[src/rtl/psr_pkg.sv]
package psr_pkg;

  // number of low address bits walked by a burst
  localparam int OFS_W = 2;

  // burst walk: linear adds the step count, interleaved xors it in
  function automatic logic [OFS_W-1:0] burst_offset(
    input logic [OFS_W-1:0] base,
    input logic [OFS_W-1:0] step,
    input logic             ilv
  );
    return ilv ? (base ^ step) : (base + step);
  endfunction

  // lane-wise merge: a lane takes fresh data when its select is low
  function automatic logic lane_pick(input logic sel_n);
    return ~sel_n;
  endfunction

endpackage

[src/rtl/psr_decode.sv]
module psr_decode (
  input  logic cen_n,
  input  logic sel0_n,
  input  logic sel1,
  input  logic sel2_n,
  input  logic load_n,
  input  logic we_n,
  input  logic sleep,
  input  logic burst_live,
  input  logic burst_wr,
  output logic step,
  output logic flush,
  output logic do_load,
  output logic do_desel,
  output logic do_adv,
  output logic iss_valid,
  output logic iss_wr
);
  logic all_sel;

  always_comb begin
    all_sel   = ~sel0_n & sel1 & ~sel2_n;
    flush     = sleep;
    step      = ~cen_n & ~sleep;
    do_load   = ~load_n & all_sel;
    do_desel  = ~load_n & ~all_sel;
    do_adv    = load_n;
    iss_valid = do_load | (do_adv & burst_live);
    iss_wr    = do_load ? ~we_n : burst_wr;
  end
endmodule

[src/rtl/psr_burst.sv]
module psr_burst
  import psr_pkg::*;
#(
  parameter int AW = 6
) (
  input  logic          clk,
  input  logic          rst_n,
  input  logic          step,
  input  logic          flush,
  input  logic          do_load,
  input  logic          do_desel,
  input  logic          do_adv,
  input  logic          we_n,
  input  logic          ilv_mode,
  input  logic [AW-1:0] addr,
  output logic          live,
  output logic          wr,
  output logic [AW-1:0] adv_addr
);
  logic [AW-1:0]    base_q;
  logic [OFS_W-1:0] k_q;
  logic [OFS_W-1:0] k_next;
  logic             mode_q;

  always_comb begin
    k_next   = k_q + 1'b1;
    adv_addr = {base_q[AW-1:OFS_W], burst_offset(base_q[OFS_W-1:0], k_next, mode_q)};
  end

  always_ff @(posedge clk or negedge rst_n) begin
    if (!rst_n) begin
      live   <= 1'b0;
      wr     <= 1'b0;
      mode_q <= 1'b0;
      base_q <= '0;
      k_q    <= '0;
    end else if (flush) begin
      live <= 1'b0;
    end else if (step) begin
      if (do_load) begin
        live   <= 1'b1;
        wr     <= ~we_n;
        mode_q <= ilv_mode;
        base_q <= addr;
        k_q    <= '0;
      end else if (do_desel) begin
        live <= 1'b0;
      end else if (do_adv && live) begin
        k_q <= k_next;
      end
    end
  end
endmodule

[src/rtl/psr_store.sv]
module psr_store #(
  parameter int AW     = 6,
  parameter int LANE_W = 9,
  parameter int LANES  = 4
) (
  input  logic                          clk,
  input  logic [LANES-1:0]              lane_we,
  input  logic [AW-1:0]                 waddr,
  input  logic [LANES-1:0][LANE_W-1:0]  wdata,
  input  logic [AW-1:0]                 raddr,
  output logic [LANES-1:0][LANE_W-1:0]  rdata
);
  localparam int DEPTH = 1 << AW;

  logic [LANES-1:0][LANE_W-1:0] cells [DEPTH];

  for (genvar g = 0; g < LANES; g++) begin : g_lane
    always_ff @(posedge clk) begin
      if (lane_we[g]) cells[waddr][g] <= wdata[g];
    end
  end

  assign rdata = cells[raddr];
endmodule

[src/rtl/psr_pipe.sv]
module psr_pipe
  import psr_pkg::*;
#(
  parameter int AW     = 6,
  parameter int LANE_W = 9,
  parameter int LANES  = 4
) (
  input  logic                          clk,
  input  logic                          rst_n,
  input  logic                          step,
  input  logic                          flush,
  input  logic                          iss_valid,
  input  logic                          iss_wr,
  input  logic [AW-1:0]                 iss_addr,
  input  logic [LANES-1:0]              iss_bw_n,
  input  logic [LANES-1:0][LANE_W-1:0]  bus_in,
  input  logic [LANES-1:0][LANE_W-1:0]  mem_rdata,
  output logic [AW-1:0]                 rd_addr,
  output logic [AW-1:0]                 wr_addr,
  output logic [LANES-1:0]              lane_we,
  output logic                          s1_valid,
  output logic                          s1_wr,
  output logic                          wr_pend,
  output logic                          wr_commit,
  output logic                          rd_load,
  output logic                          fwd_hit,
  output logic                          rd_valid,
  output logic [LANES-1:0][LANE_W-1:0]  rd_data
);
  logic [AW-1:0]                s1_addr;
  logic [LANES-1:0]             s1_bw_n;
  logic [AW-1:0]                s2_addr;
  logic [LANES-1:0]             s2_bw_n;
  logic [LANES-1:0][LANE_W-1:0] merged;

  assign rd_addr   = s1_addr;
  assign wr_addr   = s2_addr;
  assign wr_commit = step & wr_pend;
  assign rd_load   = step & s1_valid & ~s1_wr;
  assign fwd_hit   = wr_pend & (s2_addr == s1_addr);

  for (genvar g = 0; g < LANES; g++) begin : g_lane
    always_comb begin
      lane_we[g] = wr_commit & lane_pick(s2_bw_n[g]);
      merged[g]  = (fwd_hit && lane_pick(s2_bw_n[g])) ? bus_in[g] : mem_rdata[g];
    end
  end

  always_ff @(posedge clk or negedge rst_n) begin
    if (!rst_n) begin
      s1_valid <= 1'b0;
      s1_wr    <= 1'b0;
      s1_addr  <= '0;
      s1_bw_n  <= '1;
      wr_pend  <= 1'b0;
      s2_addr  <= '0;
      s2_bw_n  <= '1;
      rd_valid <= 1'b0;
      rd_data  <= '0;
    end else if (flush) begin
      s1_valid <= 1'b0;
      wr_pend  <= 1'b0;
      rd_valid <= 1'b0;
    end else if (step) begin
      s1_valid <= iss_valid;
      s1_wr    <= iss_wr;
      s1_addr  <= iss_addr;
      s1_bw_n  <= iss_bw_n;
      wr_pend  <= s1_valid & s1_wr;
      s2_addr  <= s1_addr;
      s2_bw_n  <= s1_bw_n;
      rd_valid <= s1_valid & ~s1_wr;
      if (s1_valid && !s1_wr) rd_data <= merged;
    end
  end
endmodule

[src/rtl/pipe_sram.sv]
module pipe_sram #(
  parameter int AW     = 6,
  parameter int LANE_W = 9,
  parameter int LANES  = 4
) (
  input  logic                    clk,
  input  logic                    rst_n,
  input  logic                    cen_n,
  input  logic                    sel0_n,
  input  logic                    sel1,
  input  logic                    sel2_n,
  input  logic                    load_n,
  input  logic                    we_n,
  input  logic [LANES-1:0]        bw_n,
  input  logic                    ilv_mode,
  input  logic                    oe_n,
  input  logic                    sleep,
  input  logic [AW-1:0]           addr,
  input  logic [LANES*LANE_W-1:0] dq_in,
  output logic [LANES*LANE_W-1:0] dq_out,
  output logic                    dq_oe
);
  localparam int DW = LANES * LANE_W;

  logic step, flush, do_load, do_desel, do_adv;
  logic iss_valid, iss_wr;
  logic burst_live, burst_wr;
  logic [AW-1:0] adv_addr, iss_addr, rd_addr, wr_addr;
  logic [LANES-1:0] lane_we;
  logic s1_valid, s1_wr, wr_pend, wr_commit, rd_load, fwd_hit, rd_valid;
  logic [LANES-1:0][LANE_W-1:0] bus_in, mem_rdata, rd_data;

  assign bus_in   = dq_in;
  assign iss_addr = do_load ? addr : adv_addr;

  psr_decode u_dec (
    .cen_n(cen_n), .sel0_n(sel0_n), .sel1(sel1), .sel2_n(sel2_n),
    .load_n(load_n), .we_n(we_n), .sleep(sleep),
    .burst_live(burst_live), .burst_wr(burst_wr),
    .step(step), .flush(flush), .do_load(do_load), .do_desel(do_desel),
    .do_adv(do_adv), .iss_valid(iss_valid), .iss_wr(iss_wr)
  );

  psr_burst #(.AW(AW)) u_burst (
    .clk(clk), .rst_n(rst_n), .step(step), .flush(flush),
    .do_load(do_load), .do_desel(do_desel), .do_adv(do_adv),
    .we_n(we_n), .ilv_mode(ilv_mode), .addr(addr),
    .live(burst_live), .wr(burst_wr), .adv_addr(adv_addr)
  );

  psr_pipe #(.AW(AW), .LANE_W(LANE_W), .LANES(LANES)) u_pipe (
    .clk(clk), .rst_n(rst_n), .step(step), .flush(flush),
    .iss_valid(iss_valid), .iss_wr(iss_wr), .iss_addr(iss_addr), .iss_bw_n(bw_n),
    .bus_in(bus_in), .mem_rdata(mem_rdata),
    .rd_addr(rd_addr), .wr_addr(wr_addr), .lane_we(lane_we),
    .s1_valid(s1_valid), .s1_wr(s1_wr), .wr_pend(wr_pend), .wr_commit(wr_commit),
    .rd_load(rd_load), .fwd_hit(fwd_hit), .rd_valid(rd_valid), .rd_data(rd_data)
  );

  psr_store #(.AW(AW), .LANE_W(LANE_W), .LANES(LANES)) u_store (
    .clk(clk), .lane_we(lane_we), .waddr(wr_addr), .wdata(bus_in),
    .raddr(rd_addr), .rdata(mem_rdata)
  );

  assign dq_out = DW'(rd_data);
  assign dq_oe  = rd_valid & ~oe_n;
endmodule

[config.mk]
export PLATFORM = sky130hd
export DESIGN_NAME = pipe_sram
export DESIGN_NICKNAME = d
export VERILOG_FILES = /design/src/rtl/psr_pkg.sv /design/src/rtl/psr_decode.sv /design/src/rtl/psr_burst.sv /design/src/rtl/psr_store.sv /design/src/rtl/psr_pipe.sv /design/src/rtl/pipe_sram.sv
export SDC_FILE = /design/constraint.sdc
export NUM_CORES = 2
export LEC_CHECK = 0
export ABC_AREA = 0
export ABC_CLOCK_PERIOD_IN_PS = 4400
export CAP_MARGIN = 20
export CORE_MARGIN = 3
export CORE_UTILIZATION = 40
export CTS_BUF_LIST = sky130_fd_sc_hd__clkbuf_4 sky130_fd_sc_hd__clkbuf_8 sky130_fd_sc_hd__clkbuf_16
export CTS_CLUSTER_SIZE = 28
export DETAILED_ROUTE_END_ITERATION = 10
export PLACE_DENSITY_LB_ADDON = 0.3
export SLEW_MARGIN = 10
export SYNTH_ARGS = -nofsm -noshare
export SYNTH_HDL_FRONTEND = slang
export SYNTH_SLANG_ARGS = --single-unit
[constraint.sdc]
create_clock -name clk -period 4.4 [get_ports clk]
set_input_delay 0.88 -clock clk [delete_from_list [all_inputs] [get_ports clk]]
set_output_delay 0.88 -clock clk [all_outputs]
set_load 0.05 [all_outputs]
==> insert_results.sql <==
INSERT INTO impl_metrics (metric_group, metric, value, unit) VALUES
('setup_path', 'rr_endpoint', 'u_pipe.rd_data[34]', ''),
('setup_path', 'worst_setup_path_end_kind', 'flip-flop', ''),
('die', 'design.core.area', '228000', 'um2'),
('pwr', 'worst_ir_drop_vdd', '512', 'uV'),
('setup_path', 'cp_slowest_stage_delay', '0.99', 'ns'),
('setup_path', 'worst_r2r_startpoint', 'u_pipe.rd_addr[0]', ''),
('sta', 'timing.final.crit_period', '3.65', 'ns'),
('run', 'drv.max_cap_violation_count', '0', ''),
('setup_path', 'worst-r2r-cell-count', '7', ''),
('route', 'drt-vias-per-instance', '5.76', ''),
('route', 'detail_route.wl_per_cell', '31.0', 'um'),
('finish', 'syn_to_final_growth', '15.5', '%'),
('yosys', 'synth-edff-count', '2304', ''),
('place', 'placed_cells_incl_taps', '7282', ''),
('global_route', 'grt_antenna_before_repair', '17', ''),
('setup_path', 'cp_data_arrival_time', '4.37', 'ns'),
('status', 'run_status', 'completed', ''),
('yosys', 'postSynthCellCount', '4029', ''),
('clock_network', 'cts_buffers', '229', ''),
('clock_network', 'clkSlewWorstSetupHoldPaths', '0.06', 'ns'),
('die', 'width_of_the_die', '485', 'um'),
('finish', 'final_nets', '4566', ''),
('die', 'io_pins', '94', ''),
('finish', 'most-common-layout-cells', 'edfxtp_1, mux4_2, buf_4, nor2_1, clkbuf_16', ''),
('pwr', 'comb_power_share', '15.0', '%'),
('sta', 'worst_slew_pin_slew', '1.07', 'ns'),
('clock_network', 'cts_num_sinks', '2374', ''),
('global_route', 'grt_overflow_total', '0', ''),
('clock_network', 'cts_tree', 'built', ''),
('clock_network', 'cts_post_setup_buffers_inserted', '0', ''),
('pwr', 'power_density', '496', 'nW/um2'),
('sta', 'final-max-slew-violation-count', '0', ''),
('clock_network', 'ctsLongestPathBuffers', '3', ''),
('pwr', 'total_switching_power', '13.0', 'mW'),
('sta', 'finalHoldViolations', '0', ''),
('setup_path', 'worstSetupPathType', 'flip-flop to flip-flop', ''),
('setup_path', 'r2r_setup_slack', '0.75', 'ns'),
('clock_network', 'ctsRootBufferMaster', 'clkbuf_16', ''),
('die', 'floorplan.die.height', '485', 'um'),
('sta', 'fmaxAchievable', '274', 'MHz'),
('yosys', 'mapped_nets', '4087', ''),
('yosys', 'synth_flop_cell', 'edfxtp_1', ''),
('yosys', 'asr_flop_ratio_synth', '2.95', '%'),
('route', 'drt-total-wl', '239', 'mm'),
('global_route', 'largest_net_degree_at_the_start_of_global_routing', '79', ''),
('finish', 'num-fill-cells', '18700', ''),
('finish', 'instances_no_fill', '7715', ''),
('min_path', 'min-delay-path-class', 'primary input to async pin', ''),
('pwr', 'seq_power_share', '48.2', '%'),
('setup_path', 'startpoint_type', 'flip-flop', ''),
('route', 'post-route-drc-count', '0', ''),
('sta', 'layout_worst_path_cycle_share', '82.9', '%'),
('sta', 'setup_viol_count_final', '0', ''),
('pwr', 'cell_internal_pwr', '39.6', 'mW'),
('route', 'detailed_routing_iteration_count_for_the_pre_antenna_repair_pass', '10', ''),
('pwr', 'leakage', '33.6', 'nW'),
('place', 'globalplace.congestion', '0.832', ''),
('sta', 'setup_tns', '0', 'ns'),
('clock_network', 'cts_htree_levels', '4', ''),
('clock_network', 'hold_buffers', '0', ''),
('die', 'design.die.area', '235000', 'um2'),
('sta', 'finalClockSkew', '0.0423', 'ns'),
('pwr', 'share_clk_of_total_power', '36.8', '%'),
('setup_path', 'path_common_cell', 'mux4_2', ''),
('yosys', 'synth_top_area_cell', 'edfxtp_1', ''),
('route', 'overall_via_count_from_detail_route', '44400', ''),
('setup_path', 'critPathMaxFanout', '30', ''),
('yosys', 'synth.cell_area', '91700', 'um2'),
('setup_path', 'timing.critical_path.cells', 'buf_12 > buf_4 > mux4_2 > mux4_2 > mux2i_1 > nor2_1 > or4_1', ''),
('route', 'final_antenna_net_count', '0', ''),
('route', 'initialDrtViolationCount', '5569', '');
## sequential cells by signal, summed over array words and instances, names as in the netlist
| name | count |
|---|---|
| u_pipe.wr_pend | 1 |
| u_burst.wr | 1 |
| u_pipe.wr_addr | 6 |
| u_pipe.s1_bw_n | 4 |
| u_pipe.rd_valid | 1 |
| u_pipe.rd_data | 36 |
| u_burst.base_q | 6 |
| u_pipe.s1_valid | 1 |
| u_pipe.rd_addr | 6 |
| u_burst.live | 1 |
| u_burst.mode_q | 1 |
| u_store.cells | 2304 |
| u_pipe.s2_bw_n | 4 |
| u_burst.k_q | 2 |
## worst max-delay path, delay by kind of cell, from the launching register on
| kind | cells | cell delay, ns |
|---|---|---|
| DFF | 1 | 0.99 |
| buffers and inverters | 2 | 0.61 |
| muxes | 3 | 1.40 |
| and+or+nand+nor | 2 | 0.49 |
## routing by layer
metal | track usage, % | part of all wire, %
met5 | 0 | 0.029
met4 | 6.90 | 3.8
met2 | 31.6 | 47
met1 | 28.5 | 41
met3 | 4.30 | 8.0
## cells in the mapped netlist (all sizes together), types with 13 or more instances
cell,instances
mux2i,38
o21ai,13
nand2,75
clkbuf,97
mux2,22
nor2,291
edfxtp,2304
and2b,18
mux4,685
buf,134
a21oi,40
a22oi,80
a22o,20
dfrtp,62
nor2b,27
or4,20
nand2b,18
## cell families (layout without fill, tap and decap cells)
family / count (synthesis) / count (layout) / synth area share (%)
buf+inv: 233 / 904 / 1.17
xor+xnor: 9 / 9 / 0.0942
fa+ha+maj: 1 / 1 / 0.0136
simple gates: 489 / 489 / 2.46
flops: 2374 / 2374 / 77.4
mux: 745 / 745 / 17.5
other cells: 0 / 6 / 0
compound gates: 178 / 178 / 1.35
## cell type report
type                       count  area [um2]  share of cell area (%)
inverter                       2        7.51                 0.00709
tap                         3009        3760                    3.55
clock inverter               126        1110                    1.05
clock buffer                 297        6330                    5.98
sequential                  2374       71000                    67.0
timing repair buffer         479        4040                    3.82
antenna                        6        15.0                  0.0142
multi-input combinational   1422       19700                    18.6
## worst max path at each step
stage | slack, ns | from | cells after the start | endpoint
after floorplan | 1.55 | cen_n | 6 | u_pipe.rd_data[10]
after global routing | 0.65 | u_pipe.rd_addr[0] | 7 | u_pipe.rd_data[31]
after CTS | 0.73 | u_pipe.rd_addr[0] | 7 | u_pipe.rd_data[34]
after detailed placement | 0.49 | cen_n | 7 | u_pipe.rd_data[23]
after global placement | 0.34 | cen_n | 6 | u_pipe.rd_data[10]
final | 0.75 | u_pipe.rd_addr[0] | 7 | u_pipe.rd_data[34]
## power by group through the flow
| stage | registers [mW] | clock network, mW | logic (mW) |
|---|---|---|---|
| floorplan | 25.7 | 0 | 5.05 |
| global placement | 25.8 | 0 | 7.97 |
| detailed placement | 25.8 | 0 | 8.01 |
| CTS | 25.3 | 19.7 | 8.03 |
| global route | 25.3 | 20.6 | 8.32 |
| finish | 25.3 | 19.3 | 7.90 |
## per-stage QoR
stage               cell area, um2  worst slack (ns)  hold WS [ns]
finish                      106000             0.754         0.114
global route                106000             0.650         0.132
CTS                         106000             0.728        0.0971
detailed placement           98400             0.486         0.494
global placement             98400             0.341         0.486
floorplan                    91700              1.55         0.464
Note: power is estimated with default switching activity, not from simulation.
